--- config.mk ---
export PLATFORM = sky130hd
export DESIGN_NAME = tw_window_finder
export DESIGN_NICKNAME = d
export VERILOG_FILES = /design/src/rtl/tw_pkg.sv /design/src/rtl/tw_run_scan.sv /design/src/rtl/tw_tap_pick.sv /design/src/rtl/tw_window_finder.sv
export SDC_FILE = /design/constraint.sdc
export NUM_CORES = 1
export LEC_CHECK = 0
export BUFFER_PORTS_ARGS = -buffer_cell sky130_fd_sc_hd__buf_2
export CELL_PAD_IN_SITES_DETAIL_PLACEMENT = 0
export CELL_PAD_IN_SITES_GLOBAL_PLACEMENT = 1
export CORE_ASPECT_RATIO = 2
export CORE_MARGIN = 4
export CORE_UTILIZATION = 39
export CTS_CLUSTER_DIAMETER = 80
export DETAILED_ROUTE_END_ITERATION = 8
export PLACE_DENSITY_LB_ADDON = 0.3
export SLEW_MARGIN = 20
export SYNTH_ARGS = -nofsm -noshare
export SYNTH_HDL_FRONTEND = slang
export SYNTH_SLANG_ARGS = --single-unit
--- constraint.sdc ---
create_clock -name clk -period 3.87 [get_ports clk]
set_input_delay 0.774 -clock clk [delete_from_list [all_inputs] [get_ports clk]]
set_output_delay 0.774 -clock clk [all_outputs]
set_load 0.02 [all_outputs]
--- src/rtl/tw_pkg.sv ---
package tw_pkg;
   typedef enum logic [1:0] {
      PH_IDLE = 2'd0,
      PH_RISE = 2'd1,
      PH_FALL = 2'd2
   } tw_phase_e;
endpackage

--- src/rtl/tw_run_scan.sv ---
module tw_run_scan #(
   parameter int NUM_TAPS    = 32,
   parameter int LONG_RUN    = 12,
   parameter int EARLY_START = 4,
   parameter bit EARLY_EXIT  = 1'b1
) (
   input  logic                        clk,
   input  logic                        rst_n,
   input  logic                        go,
   input  logic [NUM_TAPS-1:0]         map,
   output logic                        active,
   output logic                        fin,
   output logic [$clog2(NUM_TAPS)-1:0] best_start,
   output logic [$clog2(NUM_TAPS):0]   best_len
);
   localparam int TAP_W = $clog2(NUM_TAPS);
   localparam int LEN_W = TAP_W + 1;
   localparam logic [TAP_W-1:0] LAST_POS = TAP_W'(NUM_TAPS - 1);
   localparam logic [LEN_W-1:0] LONG_C   = LEN_W'(LONG_RUN);
   localparam logic [LEN_W-1:0] ESTART_C = LEN_W'(EARLY_START);

   logic [TAP_W-1:0] pos;
   logic [TAP_W-1:0] cur_start;
   logic [LEN_W-1:0] cur_len;

   logic             bit_now;
   logic [LEN_W-1:0] run_len_now;
   logic [TAP_W-1:0] run_st_now;
   logic             at_last;
   logic             run_end;
   logic             take;
   logic [TAP_W-1:0] best_st_next;
   logic             stop_hit;

   always_comb begin
      bit_now      = map[pos];
      run_len_now  = bit_now ? cur_len + LEN_W'(1) : cur_len;
      run_st_now   = (bit_now && cur_len == '0) ? pos : cur_start;
      at_last      = (pos == LAST_POS);
      run_end      = !bit_now || at_last;
      take         = run_end && (run_len_now > best_len);
      best_st_next = take ? run_st_now : best_start;
   end

   generate
      if (EARLY_EXIT) begin : g_early
         assign stop_hit = run_end && (run_len_now >= LONG_C) &&
                           ({1'b0, best_st_next} < ESTART_C);
      end else begin : g_full
         assign stop_hit = 1'b0;
      end
   endgenerate

   always_ff @(posedge clk) begin
      if (!rst_n) begin
         active     <= 1'b0;
         fin        <= 1'b0;
         pos        <= '0;
         cur_start  <= '0;
         cur_len    <= '0;
         best_start <= '0;
         best_len   <= '0;
      end else begin
         fin <= 1'b0;
         if (!active) begin
            if (go) begin
               active     <= 1'b1;
               pos        <= '0;
               cur_start  <= '0;
               cur_len    <= '0;
               best_start <= '0;
               best_len   <= '0;
            end
         end else begin
            if (take) begin
               best_start <= run_st_now;
               best_len   <= run_len_now;
            end
            if (bit_now) begin
               cur_start <= run_st_now;
               cur_len   <= run_len_now;
            end else begin
               cur_len <= '0;
            end
            if (at_last || stop_hit) begin
               active <= 1'b0;
               fin    <= 1'b1;
            end else begin
               pos <= pos + TAP_W'(1);
            end
         end
      end
   end

   AST_BEST_MONO: assert property (@(posedge clk) disable iff (!rst_n)
      (active && $past(active)) |-> (best_len >= $past(best_len)));
   AST_RUN_FITS: assert property (@(posedge clk) disable iff (!rst_n)
      active |-> ((LEN_W+1)'(cur_start) + (LEN_W+1)'(cur_len) <= (LEN_W+1)'(NUM_TAPS)));
endmodule

--- src/rtl/tw_tap_pick.sv ---
module tw_tap_pick #(
   parameter int NUM_TAPS = 32,
   parameter int OUT_W    = 8,
   parameter logic [OUT_W-1:0] FAIL_CODE = '1
) (
   input  logic [$clog2(NUM_TAPS)-1:0] win_start,
   input  logic [$clog2(NUM_TAPS):0]   win_len,
   output logic [OUT_W-1:0]            tap
);
   localparam int TAP_W = $clog2(NUM_TAPS);
   localparam int LEN_W = TAP_W + 1;

   logic [LEN_W-1:0] third;
   logic [TAP_W-1:0] middle;

   always_comb begin
      third  = win_len / LEN_W'(3);
      middle = win_start + TAP_W'(win_len >> 1);
      if (win_len == '0)
         tap = FAIL_CODE;
      else if (win_start == '0)
         tap = OUT_W'(third);
      else
         tap = OUT_W'(middle);
   end
endmodule

--- src/rtl/tw_window_finder.sv ---
module tw_window_finder #(
   parameter int NUM_TAPS       = 32,
   parameter int LONG_RUN       = 12,
   parameter int EARLY_START    = 4,
   parameter int ZERO_START_MIN = 4,
   parameter bit EARLY_EXIT     = 1'b1,
   parameter logic [7:0] FAIL_CODE = 8'hFF
) (
   input  logic                        clk,
   input  logic                        rst_n,
   input  logic                        start,
   input  logic                        dual_edge,
   input  logic [NUM_TAPS-1:0]         rise_map,
   input  logic [NUM_TAPS-1:0]         fall_map,
   output logic                        busy,
   output logic                        done,
   output logic [$clog2(NUM_TAPS)-1:0] res_start,
   output logic [$clog2(NUM_TAPS):0]   res_len,
   output logic [7:0]                  res_tap,
   output logic                        res_fall
);
   import tw_pkg::*;

   localparam int TAP_W = $clog2(NUM_TAPS);
   localparam int LEN_W = TAP_W + 1;
   localparam logic [LEN_W-1:0] LONG_C = LEN_W'(LONG_RUN);
   localparam logic [LEN_W-1:0] ZMIN_C = LEN_W'(ZERO_START_MIN);

   generate
      if (NUM_TAPS < 2 || (1 << TAP_W) != NUM_TAPS) begin : g_bad_taps
         $error("tw_window_finder: NUM_TAPS must be a power of two >= 2");
      end
      if (TAP_W > 7) begin : g_bad_code
         $error("tw_window_finder: taps must fit below the 8-bit fail code");
      end
      if (LONG_RUN < 1 || LONG_RUN > NUM_TAPS || ZERO_START_MIN > NUM_TAPS) begin : g_bad_run
         $error("tw_window_finder: run thresholds out of range");
      end
   endgenerate

   tw_phase_e        phase;
   logic [NUM_TAPS-1:0] map_r, map_f;
   logic             dual_q;
   logic             kick;
   logic [TAP_W-1:0] rise_st_q;
   logic [LEN_W-1:0] rise_len_q;

   logic             sc_active, sc_fin;
   logic [TAP_W-1:0] sc_st;
   logic [LEN_W-1:0] sc_len;
   logic [7:0]       sc_tap, rise_tap;
   logic             rise_ok;

   tw_run_scan #(
      .NUM_TAPS(NUM_TAPS), .LONG_RUN(LONG_RUN),
      .EARLY_START(EARLY_START), .EARLY_EXIT(EARLY_EXIT)
   ) u_scan (
      .clk(clk), .rst_n(rst_n), .go(kick),
      .map((phase == PH_FALL) ? map_f : map_r),
      .active(sc_active), .fin(sc_fin),
      .best_start(sc_st), .best_len(sc_len)
   );

   tw_tap_pick #(.NUM_TAPS(NUM_TAPS), .OUT_W(8), .FAIL_CODE(FAIL_CODE)) u_pick_scan (
      .win_start(sc_st), .win_len(sc_len), .tap(sc_tap)
   );

   tw_tap_pick #(.NUM_TAPS(NUM_TAPS), .OUT_W(8), .FAIL_CODE(FAIL_CODE)) u_pick_rise (
      .win_start(rise_st_q), .win_len(rise_len_q), .tap(rise_tap)
   );

   assign rise_ok = (sc_len >= LONG_C) || (sc_st == '0 && sc_len >= ZMIN_C);
   assign busy    = (phase != PH_IDLE);

   always_ff @(posedge clk) begin
      if (!rst_n) begin
         phase      <= PH_IDLE;
         map_r      <= '0;
         map_f      <= '0;
         dual_q     <= 1'b0;
         kick       <= 1'b0;
         done       <= 1'b0;
         rise_st_q  <= '0;
         rise_len_q <= '0;
         res_start  <= '0;
         res_len    <= '0;
         res_tap    <= FAIL_CODE;
         res_fall   <= 1'b0;
      end else begin
         kick <= 1'b0;
         done <= 1'b0;
         case (phase)
            PH_IDLE: begin
               if (start) begin
                  map_r  <= rise_map;
                  map_f  <= fall_map;
                  dual_q <= dual_edge;
                  kick   <= 1'b1;
                  phase  <= PH_RISE;
               end
            end
            PH_RISE: begin
               if (sc_fin) begin
                  if (!dual_q || rise_ok) begin
                     res_start <= sc_st;
                     res_len   <= sc_len;
                     res_tap   <= sc_tap;
                     res_fall  <= 1'b0;
                     done      <= 1'b1;
                     phase     <= PH_IDLE;
                  end else begin
                     rise_st_q  <= sc_st;
                     rise_len_q <= sc_len;
                     kick       <= 1'b1;
                     phase      <= PH_FALL;
                  end
               end
            end
            PH_FALL: begin
               if (sc_fin) begin
                  if (rise_len_q >= sc_len) begin
                     res_start <= rise_st_q;
                     res_len   <= rise_len_q;
                     res_tap   <= rise_tap;
                     res_fall  <= 1'b0;
                  end else begin
                     res_start <= sc_st;
                     res_len   <= sc_len;
                     res_tap   <= sc_tap;
                     res_fall  <= 1'b1;
                  end
                  done  <= 1'b1;
                  phase <= PH_IDLE;
               end
            end
            default: phase <= PH_IDLE;
         endcase
      end
   end

   AST_DONE_PULSE: assert property (@(posedge clk) disable iff (!rst_n)
      done |=> !done);
   AST_HOLD_RESULT: assert property (@(posedge clk) disable iff (!rst_n)
      !done |-> $stable({res_start, res_len, res_tap, res_fall}));
   AST_FAIL_CODE: assert property (@(posedge clk) disable iff (!rst_n)
      (done && res_len == '0) |-> (res_tap == FAIL_CODE));
   AST_TAP_RANGE: assert property (@(posedge clk) disable iff (!rst_n)
      (done && res_len != '0) |-> (res_tap < 8'(NUM_TAPS)));
   AST_SINGLE_RISE: assert property (@(posedge clk) disable iff (!rst_n)
      (done && !dual_q) |-> !res_fall);
   AST_SKIP_HONOURED: assert property (@(posedge clk) disable iff (!rst_n)
      (done && res_fall) |-> !(rise_len_q >= LONG_C || (rise_st_q == '0 && rise_len_q >= ZMIN_C)));
   AST_FALL_LONGER: assert property (@(posedge clk) disable iff (!rst_n)
      (done && res_fall) |-> (res_len > rise_len_q));
endmodule

==> summary.md <==
| Metric | Value |
|---|---|
| Outcome | finished, violations left |
| Failing checks | negative setup slack |
| N_diodes | 0 |
| Max Cap Viol | 0 |
| Worst-Skew Late Latency | 0.42 ns |
| Total GRT Usage | 20.73% |
| Chip height | 195.1 um |
| Startpoint Class | flip-flop |
| Number of synthesized flops with an enable pin | 0 |
| ANT nets after route | 0 |
| Placer Congestion | 0.8364 |
| Synth Instances | 827 |
| Synth top area cells | dfxtp_1 (37%), nand2_1 (10%), a21oi_1 (7.2%), ha_1 (5.5%), nor2_1 (3.5%) |
| Post-synthesis cell area | 6829 um2 |
| Final Max Slew Viols | 0 |
| YS warnings | 0 |
| Clock tree root driver cell | clkbuf_16 |
| Initial antenna violation count | 0 |
| Via count | 6208 |
| Worst path required time | 4.17 ns |
| Pre-CTS WS | -0.4812 ns |
| Ys async rst share | 0% |
| Final Hold Vio Count | 0 |
| Placed insts | 1106 |
| Actual slew at the worst max-slew pin | 0.9501 ns |
| Total grt overflow | 0 |
| Clk buf depth | 2 |
| CTS tree | yes |
| Ys flop type | dfxtp_1 |
| Arrival time worst endpoint | 4.44 ns |
| Routed wire per std cell | 17.30 um |
| Final WL | 19920 um |
| Crit Path Max Fanout | 6 |
| Flop-to-flop setup slack | -0.27 ns |
| Highest Clock Rate | 241.7 MHz |
| Worst min-delay path category | flip-flop to flip-flop |
| Setup Viol. Count Final | 18 |
| Floorplan core area | 17270 um2 |
| DRT Pass-1 Iters | 4 |
| Slew headroom | 36.66% |
| Worst-path clk slew | 0.06 ns |
| Starting Density | 39.54% |
| Vias/cell | 5.389 |
| Clock Sinks | 127 |
| DR iter-0 viols | 230 |
| Synthesis-stage register bit count | 127 |
| Mean Syn Cell Area | 8.258 um2 |
| Max H-tree Level | 4 |
| Largest net degree at the start of global routing | 83 |
| DRC Markers | 0 |
| Area Growth Syn to Fin | 24.72% |
| Worst VDD drop | 396.0 uV |
| Synth top area share | 37.23% |
| Leak | 0.003574 uW |
| RSZ-0062 raised after global routing | yes |
| # port buffers | 89 |
| Total CTS buffers | 17 |
| I/O pin total | 90 |
| Critical Path End Type | flip-flop |
| First-pass GRT wire length | 31910 um |
| Crit path kind | flip-flop to flip-flop |
| Die width | 101.6 um |
| Non-Filler Instances | 1152 |
| Largest area contributor in the netlist | dfxtp_1 |
| HPWL Detailed | 14730 um |
| Final min period | 4.137 ns |
| Vias in the first global route | 6253 |
| Die area | 19820 um2 |
| Power per cell area | 431.7 nW/um2 |
| Post-synthesis sequential area ratio | 37.23% |
| Distinct cells, synth | 63 |
| Worst Clk Skew | 0.007094 ns |
| Layout cells sized above 1 | 24.42% |
| Synthesized Nets | 927 |
| Period utilization | 106.9% |
| Layout net count | 1029 |
| # rows | 68 |
| Fin worst setup slack | -0.2674 ns |
worst max-delay path, stage by stage, from the launching register on:
cell and delay (ns):
dfxtp_4 0.37, buf_12 0.11, mux4_2 0.49, mux4_2 0.51, nor2_4 0.10, or2_4 0.12
and2_4 0.16, inv_6 0.05, o21ai_4 0.15, ha_4 0.23, nor2b_4 0.12, o21a_1 0.15
o21a_1 0.16, o21a_1 0.17, o31a_1 0.28, o211ai_1 0.28, a21o_1 0.25, o211ai_1 0.13
mux2i_1 0.16
metrics by stage:
step | setup TNS [ns] | utilization (%) | total power [uW] | hold slack, ns | area (um2)
2_1_floorplan | -1.463 | - | 1769 | 0.4315 | 6843
3_3_place_gp | -3.628 | 43.95 | 1933 | 0.4404 | 7591
3_5_place_dp | -5.258 | 43.95 | 1938 | 0.4439 | 7591
4_1_cts | -4.303 | 48.46 | 3699 | 0.4514 | 8369
5_1_grt | -6.414 | 49.31 | 3817 | 0.4731 | 8517
6_report | -3.593 | 49.31 | 3676 | 0.4482 | 8517
what timing repair did:
action | in CTS | in global routing
cloned | 1 | 0
gates resized for setup | 20 | 22
buffers inserted | 11 | 3
hold buffers | 0 | 0
pin swaps | 11 | 14
endpoints found under the setup margin | 18 | 18
final timing paths:
check	startpoint	end	depth (start not counted)
worst min-delay path	res_fall	res_fall	2
worst max-delay path	u_scan.pos[1]	u_scan.pos[2]	18
worst min register to register	res_fall	res_fall	2
worst max register to register	u_scan.pos[1]	u_scan.pos[2]	18
power by group:
part	leakage, uW	internal (uW)	switching (uW)
Clock	0.000301	1140	592
Combinational	0.00223	212	295
Sequential	0.00104	1390	53.0
layout by cell type, fill, tap and decap left out, types with 7 or more instances in the layout:
master | Yosys | layout
buf_4 | 4 | 43
o21ai_0 | 9 | 8
o211ai_1 | 12 | 12
buf_6 | 2 | 7
nand2_1 | 187 | 185
nand3_1 | 26 | 26
nor3_1 | 10 | 10
xor2_1 | 7 | 7
clkbuf_16 | 0 | 17
mux2_4 | 0 | 7
buf_2 | 4 | 89
inv_1 | 20 | 19
mux4_2 | 7 | 11
nor2_1 | 64 | 59
dfxtp_1 | 127 | 126
a31oi_1 | 10 | 10
a311oi_1 | 11 | 11
nand2b_1 | 9 | 9
a21oi_1 | 98 | 98
ha_1 | 30 | 24
a21o_1 | 13 | 13
mux2i_1 | 22 | 22
layer usage:
layer / GRT usage, % / part of all wire, % / vias to the layer above
li1: - / - / 3110
met1: 19.68 / 34 / 2935
met2: 41.16 / 59 / 118
met3: 2.932 / 2.4 / 45
met4: 9.961 / 4.2 / 0
met5: 0 / 0 / -
logic make-up (layout without fill, tap and decap cells):
| logic type | after synthesis | in the layout | synth area share, % |
|---|---|---|---|
| AND/OR/NAND/NOR | 332 | 333 | 21.20 |
| AO/OA/AOI/OAI | 191 | 191 | 17.81 |
| flip-flops | 127 | 127 | 37.23 |
| buffers and inverters | 80 | 194 | 4.910 |
| multiplexers | 51 | 51 | 10.96 |
| adder cells (fa/ha/maj) | 33 | 33 | 6.229 |
| XOR/XNOR | 13 | 13 | 1.667 |
registers in the layout, summed over array words and instances (netlist names):
name               count
rise_len_q             6
done                   1
res_start              5
res_tap                6
rise_st_q              5
res_len                6
map_r                 32
u_scan.pos             5
res_fall               1
u_scan.cur_len         6
kick                   1
phase                  2
u_scan.fin             1
dual_q                 1
u_scan.best_len        6
u_scan.active          1
u_scan.cur_start       5
map_f                 32
u_scan.best_start      5
synthesized netlist by cell type, types with 7 or more instances:
| cell | instances |
|---|---|
| a21o_1 | 13 |
| a21oi_1 | 98 |
| a311oi_1 | 11 |
| a31oi_1 | 10 |
| clkbuf_1 | 44 |
| dfxtp_1 | 127 |
| ha_1 | 30 |
| inv_1 | 20 |
| mux2_2 | 13 |
| mux2i_1 | 22 |
| mux4_1 | 8 |
| mux4_2 | 7 |
| nand2_1 | 187 |
| nand2b_1 | 9 |
| nand3_1 | 26 |
| nor2_1 | 64 |
| nor3_1 | 10 |
| o211ai_1 | 12 |
| o21ai_0 | 9 |
| xor2_1 | 7 |
layout make-up:
type	instances	area (um2)
fillers	1719	8755
multi-input cells	621	4123
flip-flops and latches	127	2546
repair buffers	140	867.1
clock buffers	21	440.4
well taps	210	262.8
clock inverters	11	188.9
inverters	22	88.84
No activity file was read; power rests on OpenSTA's default activity.
